$ cat src/rtl/updn_cnt_pkg.sv
// Package: shared operation encoding for the up/down counter.
// Assumes: consumers only compare against the named values.
package updn_cnt_pkg;

    typedef enum logic [1:0] {
        OP_HOLD = 2'd0,
        OP_LOAD = 2'd1,
        OP_INC  = 2'd2,
        OP_DEC  = 2'd3
    } updn_op_e;

endpackage

$ cat src/rtl/updn_op_select.sv
// Module: picks this cycle's operation from the control pins.
// Assumes: load outranks counting; counting needs both enables low.
module updn_op_select
    import updn_cnt_pkg::*;
(
    input  logic     load_n,
    input  logic     cnt_par_n,
    input  logic     cnt_trk_n,
    input  logic     up,
    output updn_op_e op
);

    // Priority decode of load, count direction and hold.
    always_comb begin
        if (!load_n) begin
            op = OP_LOAD;
        end else if (!cnt_par_n && !cnt_trk_n) begin
            op = up ? OP_INC : OP_DEC;
        end else begin
            op = OP_HOLD;
        end
    end

endmodule

$ cat src/rtl/updn_next_state.sv
// Module: computes the next count with a per-bit lookahead toggle chain.
// Assumes: wrap-around is modulo 2^WIDTH; op is a valid encoding.
module updn_next_state
    import updn_cnt_pkg::*;
#(
    parameter int WIDTH = 4
) (
    input  logic [WIDTH-1:0] cur,
    input  logic [WIDTH-1:0] din,
    input  updn_op_e         op,
    output logic [WIDTH-1:0] nxt
);

    logic             dir_up;
    logic [WIDTH-1:0] toggle;

    // Direction used by the toggle chain.
    assign dir_up = (op == OP_INC);

    // Bit i toggles when every lower bit is 1 (up) or 0 (down).
    generate
        for (genvar i = 0; i < WIDTH; i++) begin : g_chain
            if (i == 0) begin : g_lsb
                assign toggle[i] = 1'b1;
            end else begin : g_upper
                assign toggle[i] = toggle[i-1] &
                                   (dir_up ? cur[i-1] : ~cur[i-1]);
            end
        end
    endgenerate

    // Selects the next stored value for the chosen operation.
    always_comb begin
        unique case (op)
            OP_LOAD: nxt = din;
            OP_INC,
            OP_DEC:  nxt = cur ^ toggle;
            default: nxt = cur;
        endcase
    end

endmodule

$ cat src/rtl/updn_term_detect.sv
// Module: combinational active-low terminal-count decode.
// Assumes: gated by the trickle enable only; may glitch, never a clock.
module updn_term_detect #(
    parameter int WIDTH = 4
) (
    input  logic [WIDTH-1:0] q,
    input  logic             up,
    input  logic             cnt_trk_n,
    output logic             term_n
);

    logic at_top;
    logic at_bottom;

    // End-of-range detection in each direction.
    assign at_top    = &q;
    assign at_bottom = ~|q;

    // Flag is low only with the trickle enable asserted at the range end.
    assign term_n = ~(~cnt_trk_n & (up ? at_top : at_bottom));

endmodule

$ cat src/rtl/presettable_updn_counter.sv
// Module: presettable synchronous up/down counter, cascadable via term_n.
// Assumes: all changes on the rising edge; rst_n is a synchronous test reset.
module presettable_updn_counter
    import updn_cnt_pkg::*;
#(
    parameter int WIDTH = 4
) (
    input  logic             clk,
    input  logic             rst_n,
    input  logic             load_n,
    input  logic [WIDTH-1:0] din,
    input  logic             cnt_par_n,
    input  logic             cnt_trk_n,
    input  logic             up,
    output logic [WIDTH-1:0] q,
    output logic             term_n
);

    updn_op_e         op;
    logic [WIDTH-1:0] count_q;
    logic [WIDTH-1:0] count_d;

    updn_op_select u_sel (
        .load_n    (load_n),
        .cnt_par_n (cnt_par_n),
        .cnt_trk_n (cnt_trk_n),
        .up        (up),
        .op        (op)
    );

    updn_next_state #(.WIDTH(WIDTH)) u_next (
        .cur (count_q),
        .din (din),
        .op  (op),
        .nxt (count_d)
    );

    // Count register with synchronous active-low reset.
    always_ff @(posedge clk) begin
        if (!rst_n) begin
            count_q <= '0;
        end else begin
            count_q <= count_d;
        end
    end

    updn_term_detect #(.WIDTH(WIDTH)) u_term (
        .q         (count_q),
        .up        (up),
        .cnt_trk_n (cnt_trk_n),
        .term_n    (term_n)
    );

    assign q = count_q;

endmodule

$ cat config.mk
export PLATFORM = sky130hd
export DESIGN_NAME = presettable_updn_counter
export DESIGN_NICKNAME = d
export VERILOG_FILES = /design/src/rtl/updn_cnt_pkg.sv /design/src/rtl/updn_op_select.sv /design/src/rtl/updn_next_state.sv /design/src/rtl/updn_term_detect.sv /design/src/rtl/presettable_updn_counter.sv
export SDC_FILE = /design/constraint.sdc
export NUM_CORES = 1
export LEC_CHECK = 0
export ABC_AREA = 1
export BUFFER_PORTS_ARGS = -buffer_cell sky130_fd_sc_hd__clkbuf_2
export CAP_MARGIN = 15
export CORE_AREA = 8 8 45 47
export CTS_CLUSTER_SIZE = 10
export DETAILED_ROUTE_END_ITERATION = 10
export DIE_AREA = 0 0 53 55
export SLEW_MARGIN = 30
export SYNTH_ARGS = -nofsm -noshare
export SYNTH_HDL_FRONTEND = slang
export SYNTH_SLANG_ARGS = --single-unit
$ cat constraint.sdc
create_clock -name clk -period 1.46 [get_ports clk]
set_input_delay 0.146 -clock clk [delete_from_list [all_inputs] [get_ports clk]]
set_output_delay 0.146 -clock clk [all_outputs]
set_load 0.005 [all_outputs]
==> impl_metrics.ini, run 1 <==
[timing]
fin_crit_sh_pct = 95.5
rsz0062_at_grt = no
worst_pin_slew_ns = 0.208
finalCriticalPeriod_ns = 1.39
fin_tns_setup_ns = 0
setup-violations-final = 0
final_hold_viol_count = 0
clock_skew_ns = 0.00203
slew_headroom_pct = 86.1
max_freq_mhz = 718
slew_violations = 0

[floorplan]
initial_core_util_pct = 24.1
chipWidth_um = 53
row_count = 14
die_h_um = 55
ios = 15
dieArea_sq_mm = 0.00292
core-area_sq_mm = 0.00138

[clock_tree]
hold_buffers = 0
cts_buffers = 3
clock_sinks = 4
ctsHtreeMaxLevel = 1
clkSlewWorstSetupHoldPaths_ns = 0.04
cts_tree = done
cts_max_path_buffers = 2
clk_latency_ns = 0.23
root_buffer = clkbuf_4

[routing]
drtIter0Drc = 8
dr.pass1.iters = 4
drc = 0
wirelength_um = 862
num_vias = 384
routed_via_density = 4.47
ant_nets = 0
wl_per_cell_um = 10.0

[cells_and_area]
fin_util_pct = 32.7
largest_reg_flops = 4
regArea_sq_um = 85.1
antennaDiodeCount = 0
drive_above_1_share_pct = 37.1
areaGrowthSynthToFinish_pct = 36.1
final_cell_area_sq_um = 453
fillCellCount = 154
multiInputGateArea_sq_um = 206
nNetsFinal = 82

[critical_path]
path_max_fanout = 5
cp_cell_sequence = nor2_4 -> a31oi_1 -> or3_1 -> clkbuf_2
critPathBufInv = 1
cp.arrival_ns = 1.25
worstSetupEndpointType = output port
cp_top_family = simple AND/OR/NAND/NOR gates
path_class = reg2out
required_ns = 1.31
crit_slowest_cell = dfxtp_4
critPathMaxStageDelay_ns = 0.35
cp-start-kind = register

[logic_synthesis]
yosysWarnings = 0
ys_types = 17
syn_area_sq_um = 333
avgSynthCellArea_sq_um = 6.16
seq_area_frac_synth_pct = 24.1
syn_nets = 64
ys_ff_latch = 4
synthCells = 54

[global_route]
grt-ovfl-total = 0
grt_pass1_vias = 353
grt_max_degree = 11
antenna_found_initial = 0
grt_use_total_pct = 6.60
grt_first_pass_wirelength_um = 1400

[placement]
io_buffers = 14
place_congestion = 0.791
place_hpwl_um = 724
placed_cell_area_sq_um = 418

[pwr]
power_density_mw_per_mm2 = 789
p_leak_nw = 0.247
peakVddDrop_mv = 0.214

[min_path]
hold_path_class = in2reg

[run]
drv_cap = 0

[outcome]
status = complete, no violations
-- cell usage after synthesis, drive strengths merged --
master  count  area (sq um)
a21oi       1          8.76
a31oi       3          18.8
buf         1          5.00
dfxtp       4          80.1
inv        13          48.8
nand2      13          53.8
nand3       6          40.0
nand4       2          12.5
nor2        5          26.3
o211ai      1          7.51
o21ai       2          10.0
o22ai       1          6.26
or3         1          6.26
xor2        1          8.76
-- power breakdown --
part	total, W	internal (W)	switching [W]
Sequential	0.000129	0.000118	0.0000107
Clock	0.000133	0.0000917	0.0000411
Combinational	0.0000957	0.0000415	0.0000542
Total	0.000357	0.000251	0.000106
-- metrics by stage --
stage	total power (W)	instances	setup WS [ns]	hold slack, ns
after floorplan	0.000187	54	0.364	0.273
after global placement	0.000222	83	0.240	0.406
after detailed placement	0.000222	83	0.216	0.414
after CTS	0.000361	86	0.0244	0.171
after global routing	0.000386	86	0.00463	0.177
final	0.000357	86	0.0664	0.170
-- worst min-delay path, cell delays in order --
cell	delay (ns)
clkbuf_2	0.08
nand2_1	0.06
a31oi_1	0.07
-- worst paths after layout --
kind,slack [ns],to,from,depth (start not counted)
max reg2reg,0.40,q[3]$_SDFFE_PN0P_,q[0]$_SDFFE_PN0P_,8
max,0.07,term_n,q[0]$_SDFFE_PN0P_,4
min reg2reg,0.53,q[1]$_SDFFE_PN0P_,q[1]$_SDFFE_PN0P_,2
min,0.17,q[1]$_SDFFE_PN0P_,din[1],3
-- cell families after synthesis --
group                  share of synthesized area, %
AO/OA/AOI/OAI                                  15.4
XOR/XNOR                                       2.63
buffers and inverters                          16.2
flip-flops                                     24.1
AND/OR/NAND/NOR                                41.7
-- cells in the final DEF (no fill, tap or decap), drive strengths merged --
cell    count
nand3       6
a21oi       1
o22ai       1
nand4       2
o211ai      1
xor2        1
nand2      13
a31oi       3
nor2        5
dfxtp       4
o21ai       2
inv        13
or3         1
clkbuf     17
-- final cells by class --
cell class,count,share of cell area (%)
Multi-Input combinational cell,36,45.6
Sequential cell,4,18.8
Timing Repair Buffer,14,15.5
Inverter,13,10.8
Clock buffer,3,4.97
Tap cell,16,4.42
-- per-layer routing --
layer	vias up	global-route usage, %	part of all wire, %
li1	205	-	-
met1	163	6.97	42
met2	14	9.38	44
met3	2	2.41	9.9
met4	0	7.76	3.5
met5	-	0	0
-- repair_timing --
action / CTS / global route
setup endpoints to repair: 1 / 1
gates resized for setup: 1 / 4
endpoints found under the hold margin: 0 / 0
setup buffers: 0 / 0
pin swaps: 0 / 1
Power figures use the tool's default switching activity.
==> run 2, diff against run 1 <==
--- a/config.mk
+++ b/config.mk
@@ -5,11 +5,10 @@
 export SDC_FILE = /design/constraint.sdc
 export NUM_CORES = 1
 export LEC_CHECK = 0
-export ABC_AREA = 1
+export ABC_AREA = 0
 export BUFFER_PORTS_ARGS = -buffer_cell sky130_fd_sc_hd__clkbuf_2
 export CAP_MARGIN = 15
 export CORE_AREA = 8 8 45 47
-export CTS_CLUSTER_SIZE = 10
 export DETAILED_ROUTE_END_ITERATION = 10
 export DIE_AREA = 0 0 53 55
 export SLEW_MARGIN = 30
==> run 2 against run 1 <==
  * Via count shrank 23%
  * Non-clock buffer count did not move
  * Largest power group is now registers
  * Critical path type unchanged
  * Total power down 3.5%
  * Synthesized cell count down 35%
  * Clock skew is 0.0036 ns higher
  * Largest cell class unchanged
==> impl_metrics.ini, run 2 <==
[logic_synthesis]
netlist.area_leader.share_pct = 28.7
synth.top_cells.by_count = 4 x dfxtp_1, 4 x nor2_1, 3 x a211oi_1, 3 x nand2_1, 3 x xnor2_1
syn_nets = 45
yosys.area_share.simple_pct = 26.0
synth_flop_cell = dfxtp_1
yosysWarnings = 0
ys_ff_latch = 4
synth_adder_area_share_pct = 0
async_flop_share_pct = 0
synth-xor-area-share_pct = 15.7
synth_area_leaders = dfxtp_1 29%, xnor2_1 9.4%, a211oi_1 8.1%, xor2_1 6.3%, nor2_1 5.4%
seq_area_frac_synth_pct = 28.7
ys_types = 20
synth_top_family_by_area = simple AND/OR/NAND/NOR gates
yosysTopAreaCell = dfxtp_1
synth_edf_count = 0
synth_compound_area_share_pct = 21.5
avgSynthCellArea_sq_um = 7.97
synthCells = 35
synthMuxAreaShare_pct = 3.59
syn_area_sq_um = 279

[global_route]
grt_first_pass_wirelength_um = 1270
grt_max_degree = 13
grt-ovfl-total = 0
grt_pass1_vias = 312
grt_use_total_pct = 6.01
antenna_found_initial = 0

[placement]
io_buffers = 14
place_congestion = 0.742
placed_cell_area_sq_um = 364

[timing]
worst_pin_slew_ns = 0.366
fin_tns_setup_ns = 0
max_freq_mhz = 753
final_hold_viol_count = 0
slew_headroom_pct = 75.5
setup-violations-final = 0
fin_crit_sh_pct = 91.0
rsz0062_at_grt = no
finalCriticalPeriod_ns = 1.33
clock_skew_ns = 0.00560
slew_violations = 0

[critical_path]
worstSetupEndpointType = output port
r2r-start = q[0]$_SDFFE_PN0P_
cp-start-kind = register
reg2reg_to = q[2]$_SDFFE_PN0P_
r2r_slack_ns = 0.34
crit_end = term_n
path_class = reg2out
r2r_cells = 4
path_max_fanout = 4
cp.arrival_ns = 1.18
cp-startpoint = q[2]$_SDFFE_PN0P_
required_ns = 1.31

[floorplan]
initial_core_util_pct = 20.2
die_h_um = 55
core-area_sq_mm = 0.00138
row_count = 14
chipWidth_um = 53
ios = 15
dieArea_sq_mm = 0.00292

[clock_tree]
cts_max_path_buffers = 2
cts_buffers = 3
ctsHtreeMaxLevel = 1
clk_latency_ns = 0.23
root_buffer = clkbuf_4
cts_setup_buffers = 0
ctsResizeCount = 0
clkSlewWorstSetupHoldPaths_ns = 0.04
cts_tree = done
hold_buffers = 0
clock_sinks = 4

[run]
drv_cap = 0

[outcome]
status = complete, no violations

[pwr]
p_leak_nw = 0.182
peakVddDrop_mv = 0.475
power_density_mw_per_mm2 = 876

[cells_and_area]
areaGrowthSynthToFinish_pct = 41.3
final_cell_area_sq_um = 394
largest_reg_flops = 4
antennaDiodeCount = 0
layout_common_cells = 14 x clkbuf_2, 4 x nor2_1
drive_above_1_share_pct = 43.1
nNetsFinal = 63
final_common_cell = clkbuf_2

[min_path]
hold_path_class = in2reg

[routing]
drc = 0
ant_nets = 0
drtIter0Drc = 4
wl_per_cell_um = 11.2
wirelength_um = 753
dr.pass1.iters = 2
routed_via_density = 4.43
num_vias = 297
## run 2: changes by cell type after synthesis, sizes merged, moves of 2 or more
cell / before / now
nand3: 6 / 1
inv: 13 / 2
nand4: 2 / 0
a31oi: 3 / 0
xnor2: 0 / 3
and3: 0 / 2
a211oi: 0 / 3
nand2: 13 / 3
## run 2: final cells by class
cell class              count  area [sq um]
fillers                   157           990
multi-input cells          28           191
flip-flops and latches      4          82.6
repair buffers             14          70.1
clock buffers               3          22.5
well taps                  16          20.0
inverters                   2          7.51
## run 2: worst min path at each step
stage / start / to / slack (ns) / depth (start not counted)
floorplan: rst_n / q[3]$_SDFFE_PN0P_ / 0.28 / 1
global placement: din[0] / q[0]$_SDFFE_PN0P_ / 0.41 / 3
detailed placement: din[1] / q[1]$_SDFFE_PN0P_ / 0.41 / 3
CTS: din[0] / q[0]$_SDFFE_PN0P_ / 0.17 / 3
global route: din[0] / q[0]$_SDFFE_PN0P_ / 0.17 / 3
finish: din[0] / q[0]$_SDFFE_PN0P_ / 0.16 / 3
## run 2: metal layers
layer,track usage [%],routed length [um],vias up
met2,9.38,362,8
met1,6.08,328,128
li1,-,-,161
met5,0,0,-
met4,1.29,0,0
met3,5.08,62,0
## run 2: logic make-up after synthesis
| family | Yosys count |
|---|---|
| xor gates and xnor gates | 5 |
| and+or+nand+nor | 13 |
| DFF | 4 |
| muxes | 1 |
| AOI/OAI and AO/OA | 9 |
| buffers and inverters | 3 |
## run 2: critical path, stage by stage (launching register included)
cell      delay, ns
dfxtp_1        0.39
and3_2         0.21
nand3_1        0.08
a21o_1         0.17
clkbuf_2       0.11
## run 2: per-stage QoR
step	util (%)	hold WS, ns	std cells	total power (W)	worst slack, ns
2_1_floorplan	-	0.279	35	0.000178	0.329
3_3_place_gp	26.3	0.406	64	0.000211	0.270
3_5_place_dp	26.3	0.408	64	0.000212	0.262
4_1_cts	27.9	0.167	67	0.000351	0.0544
5_1_grt	28.5	0.172	67	0.000380	0.0255
6_report	28.5	0.163	67	0.000345	0.132
## run 2: report_power, final
| group | leakage, nW | internal, W | switching (W) | total [W] |
|---|---|---|---|---|
| clock network | 0.0138 | 0.0000916 | 0.0000410 | 0.000133 |
| registers | 0.0338 | 0.000120 | 0.0000142 | 0.000135 |
| logic | 0.134 | 0.0000422 | 0.0000358 | 0.0000780 |
